===== src/rtl/pin_edge_events.sv =====
module pin_edge_events #(
  parameter int NPINS = 54,
  parameter int AW    = 8
) (
  input  logic             clk,
  input  logic             rst_n,
  input  logic [NPINS-1:0] pins_i,
  input  logic             bus_wr,
  input  logic [AW-1:0]    bus_addr,
  input  logic [31:0]      bus_wdata,
  output logic [31:0]      bus_rdata,
  output logic             irq_o
);
  localparam int NW = (NPINS + 31) / 32;
  localparam int PW = NW * 32;
  localparam int STAT_BASE = 'h40;
  localparam int RISE_BASE = 'h4C;
  localparam int FALL_BASE = 'h58;
  localparam logic [PW-1:0] VMASK = {PW{1'b1}} >> (PW - NPINS);

  logic [PW-1:0] pin_w, sync_a, sync_b, last_q;
  logic [PW-1:0] rise_en, fall_en, stat_q;
  logic [PW-1:0] ev, clr;

  assign pin_w = PW'(pins_i);

  always_ff @(posedge clk or negedge rst_n)
    if (!rst_n) begin
      sync_a <= '0;
      sync_b <= '0;
      last_q <= '0;
    end else begin
      sync_a <= pin_w & VMASK;
      sync_b <= sync_a;
      last_q <= sync_b;
    end

  assign ev = (sync_b & ~last_q & rise_en) | (~sync_b & last_q & fall_en);

  always_comb begin
    clr = '0;
    for (int k = 0; k < NW; k++)
      if (bus_wr && bus_addr == AW'(STAT_BASE + 4 * k))
        clr[32*k +: 32] = bus_wdata;
  end

  always_ff @(posedge clk or negedge rst_n)
    if (!rst_n) begin
      rise_en <= '0;
      fall_en <= '0;
      stat_q  <= '0;
      irq_o   <= 1'b0;
    end else begin
      for (int k = 0; k < NW; k++) begin
        if (bus_wr && bus_addr == AW'(RISE_BASE + 4 * k))
          rise_en[32*k +: 32] <= bus_wdata & VMASK[32*k +: 32];
        if (bus_wr && bus_addr == AW'(FALL_BASE + 4 * k))
          fall_en[32*k +: 32] <= bus_wdata & VMASK[32*k +: 32];
      end
      stat_q <= ((stat_q & ~clr) | ev) & VMASK;
      irq_o  <= |stat_q;
    end

  always_comb begin
    bus_rdata = '0;
    for (int k = 0; k < NW; k++) begin
      if (bus_addr == AW'(STAT_BASE + 4 * k)) bus_rdata = stat_q[32*k +: 32];
      if (bus_addr == AW'(RISE_BASE + 4 * k)) bus_rdata = rise_en[32*k +: 32];
      if (bus_addr == AW'(FALL_BASE + 4 * k)) bus_rdata = fall_en[32*k +: 32];
    end
  end

  // a status bit only rises after an enabled edge on its pin
  a_r6_set_needs_event: assert property (@(posedge clk) disable iff (!rst_n)
    ((stat_q & ~$past(stat_q) & ~$past(ev)) == '0));

  // an event always lands, even against a clear
  a_r8_event_wins: assert property (@(posedge clk) disable iff (!rst_n)
    ((stat_q & $past(ev)) == $past(ev)));

  // a status bit only drops after a write of one to it
  a_r7_clear_needs_write: assert property (@(posedge clk) disable iff (!rst_n)
    ((~stat_q & $past(stat_q) & ~$past(clr)) == '0));

  // interrupt follows status with one cycle of lag
  a_r10_irq_lag: assert property (@(posedge clk) disable iff (!rst_n)
    (irq_o == $past(stat_q != '0)));
endmodule


===== config.mk =====
export PLATFORM = sky130hd
export DESIGN_NAME = pin_edge_events
export DESIGN_NICKNAME = d
export VERILOG_FILES = /design/src/rtl/pin_edge_events.sv
export SDC_FILE = /design/constraint.sdc
export NUM_CORES = 1
export LEC_CHECK = 0
export ABC_AREA = 1
export BUFFER_PORTS_ARGS = -buffer_cell sky130_fd_sc_hd__buf_2
export CORE_MARGIN = 4
export CORE_UTILIZATION = 55
export CTS_CLUSTER_DIAMETER = 100
export CTS_CLUSTER_SIZE = 12
export DETAILED_ROUTE_END_ITERATION = 7
export PLACE_DENSITY = 0.71
export SYNTH_ARGS = -nofsm -noshare
export SYNTH_HDL_FRONTEND = slang
export SYNTH_SLANG_ARGS = --single-unit

===== constraint.sdc =====
create_clock -name clk -period 1.4 [get_ports clk]
set_input_delay 0.07 -clock clk [delete_from_list [all_inputs] [get_ports clk]]
set_output_delay 0.07 -clock clk [all_outputs]
set_load 0.03 [all_outputs]

After elaboration in Yosys (flattened, before gate mapping)
Cells that the tools add are included.
- equal/unequal tests: 6
- mux-type cells: 8
- bitwise logic cells: 10
- reductions and logical operators: 7
- operator list (cell ; number):
    $and 54x54->54 ; 5
    $mux 32 ; 7
    $not 54->54 ; 3
    $or 54x54->54 ; 2
    $reduce_or 54->1 ; 1
    $eq 8x7->1 const B ; 6
    $mux 22 ; 1
    $logic_and 1x1->1 ; 6
- flip-flop bits (word level): 325
- input port bits: 97
- output and inout bits: 33
- logic and storage cells: 40

Longest topological paths before layout
- word-level depth: 7
- mapped depth: 9
- mapped depth without buffers: 8

Least setup slack after synthesis
No wires, ideal clock.
- path kind: input-to-output
- from: input bus_addr[7]
- to: output bus_rdata[22]
- data arrival time: 1309 ps
- slack: 21 ps
- stages: 6
- buffers on the path: 1
- path through: inv_1 nand2_1 nor2_2 buf_2 nand2_1 o211ai_1
- longest elaborated chain between the ends: 7
- RTL lines (item ; line ; text):
    start: declaration ; 9 ; input logic [AW-1:0] bus_addr,
    $eq 8x7->1 ; 67 ; if (bus_addr == AW'(STAT_BASE + 4 * k)) bus_rdata = stat_q[32*k +: 32];
    $mux 32 ; 67 ;
    $mux 32 ; 68 ; if (bus_addr == AW'(RISE_BASE + 4 * k)) bus_rdata = rise_en[32*k +: 32];
    $mux 32 ; 69 ; if (bus_addr == AW'(FALL_BASE + 4 * k)) bus_rdata = fall_en[32*k +: 32];
    $mux 32 ; 67 ;
    $mux 32 ; 68 ;
    $mux 32 * ; 69 ;
    end: declaration ; 11 ; output logic [31:0] bus_rdata,
Mark *: on every way between the ends. The rest lies on a longest branch, timed or not.

Worst setup path in the final report
- from: register stat_q[0]
- to: output bus_rdata[0]
- longest elaborated chain between the ends: 6
- RTL lines (item ; line ; text):
    start: declaration ; 22 ; logic [PW-1:0] rise_en, fall_en, stat_q;
    start signal: assignment ; 60 ; stat_q <= ((stat_q & ~clr) | ev) & VMASK;
    $mux 32 ; 67 ;
    $mux 32 ; 68 ;
    $mux 32 ; 69 ;
    $mux 32 ; 67 ;
    $mux 32 ; 68 ;
    $mux 32 ; 69 ;
No other way between the ends.

==> reports/results.tsv <==
metric	value	unit
status	finished with violations	
violations	hold timing, setup timing	
fin_crit	1.668	ns
antenna_left	0	
cts_buffers	31	
synthArstFlopShare	1.000	
fmax	0.5995	GHz
die_h	159.3	µm
worst_slack	-0.2681	ns
p_leak	0.007366	µW
synthMuxAreaShare	0	
ctsHtreeMaxLevel	1	
ir_drop	0.001153	V
grt_start_max_net_pins	72	
wl_per_cell	16.51	µm
report.final.setup_viol	28	
cap_violations	0	
synth_area_leaders	dfrtp_1, nand2_1, o21ai_1	
cts_tree	done	
powerDensity	1127	mW/mm²
synth_top_area_share	0.6464	
synthCells	1323	
drt_first_pass_iters	5	
start_util	0.5574	
cts_sinks	325	
yosys.area_share.simple	0.2055	
finClkSkew	0.01176	ns
grt_pass1_wl	52.54	mm
dieWidth	159.3	µm
wl	31.78	mm
io_buffers	129	
cp-start-kind	flip-flop	
finalPower	18500	µW
netlist_area	0.01258	mm²
io_pins	130	
drv_slew	0	
setup.worst_path.end_class	output port	
hold_viol_final	7	
rows	55	
synth-seq-area-share	0.6464	
ys_ff_latch	325	
grt_usage	0.2522	
final_cells	1925	
n_antenna_cell	0	
synth_fp_nets	1420	
die-area	0.02536	mm²
tightest_slew	0.4412	ns
hold_ws	-0.004727	ns
synth_flop_cell	dfrtp_1	
design_area	0.01642	mm²
synth_compound_area_frac	0.08761	
cp.required	1.33	ns
drt_iter0_drc	771	
cts_buffer_depth	3	
drc_errors	0	
fin_nets	1737	
synth.distinct_cells	29	
fp.coreArea	0.02257	mm²
avgSynthCellArea	9.510	µm²
clk_latency	0.54	ns
place_area	0.01404	mm²
hp-class	input port to asynchronous set/reset pin	
rsz0062_at_grt	yes	
grt.overflow.total	0	
synthAdderAreaFrac	0	
root_buffer	clkbuf_16	
area_delta_synth_final	30.47	%
place_inst	1746	
antenna_found_initial	0	
grt_pass1_vias	10354	
via_per_inst	5.278	
fin_crit_sh	1.192	
yosysMostFrequentCell	nand2_1	
worstSetupPathType	flip-flop to output port	
clk_pin_slew	0.06	ns
dp_hpwl	20.40	mm
synth_largest_area_cell	dfrtp_1	
synth_top_family_by_area	simple AND/OR/NAND/NOR gates	
cp.arrival	1.60	ns
yosys-top-cells-count	nand2_1, dfrtp_1, inv_1	
synth_edf_count	0	
slew_headroom	0.7049	
crit_fanout	2	
drive_above_1_share	0.2067	
ys_warn_count	0	
gp_congestion	0.7963	
synth_xor_area_frac	0	
vias	10160	
==> area by class of cell <==
type                            count  area [µm²]
Clock inverter                      1       11.26
Clock buffer                       32       779.5
Fill cell                        1667        6156
Inverter                          137       514.2
Timing Repair Buffer              333        2816
Tap cell                          285       356.6
Sequential cell                   325        8133
Multi-Input combinational cell    812        3805
==> layer usage <==
layer,track usage,part of all wire,wire length (µm)
met1,0.3494,0.43,13620
met2,0.4221,0.49,15620
met3,0.04297,0.057,1802
met4,0.06351,0.023,741
met5,0,0,0
==> cell usage in the layout, fill, tap and decap left out, drive strengths merged, types with 27 or more instances in the layout <==
master	synthesis	routed
nand2	375	375
dfrtp	325	325
buf	34	243
o21ai	183	183
inv	137	138
nor2	99	99
dlygate4sd3	0	90
nand3	77	77
clkbuf	15	32
nand4	27	27
==> timing repair <==
item                                   in CTS  in global routing
endpoints found under the hold margin     541                  0
setup endpoints to repair                  32                 50
buffers inserted                           42                 15
pin swaps                                  32                 39
hold buffers                               91                  0
resized for setup                          69                 33
==> path summary, 6_finish.rpt <==
path                            startpoint           end  slack, ns  depth (start not counted)
worst max register to register  stat_q[16]         irq_o       0.05                          7
worst max-delay path             stat_q[0]  bus_rdata[0]      -0.27                          5
min in group clk                 pins_i[0]     sync_a[0]       0.16                          2
worst min-delay path                 rst_n    fall_en[2]     -0.005                          2
max in group asynchronous            rst_n     last_q[0]       0.27                          3
worst min register to register   sync_a[9]     sync_b[9]       0.35                          0
==> stage by stage <==
stage,setup TNS [ns],utilization,setup slack [ns]
global route,-5.865,0.7273,-0.3040
floorplan,0,-,0.02053
CTS,-4.559,0.7197,-0.2185
detailed placement,-3.392,0.6219,-0.08635
global placement,-1.116,0.6219,-0.06745
finish,-3.623,0.7273,-0.2681
==> critical path, stage by stage, from the launching register on <==
cell	delay [ns]
dfrtp_1	0.39
nand3_1	0.09
nand2_1	0.05
nor2_1	0.09
nand4_1	0.22
buf_6	0.23
==> state kept, by name (all words and copies together) (netlist names) <==
signal	cells
stat_q	54
rise_en	54
irq_o	1
sync_b	54
last_q	54
sync_a	54
fall_en	54
==> power by group <==
group,internal [µW],switching (µW)
combinational,601,664
sequential,9860,298
clock,3890,3200
==> logic make-up (layout without fill, tap and decap cells) <==
group                  Yosys count  after routing
and+or+nand+nor                608            608
DFF                            325            325
AOI/OAI and AO/OA              204            204
buffers and inverters          186            503
No activity file was read; power rests on OpenSTA's default activity.
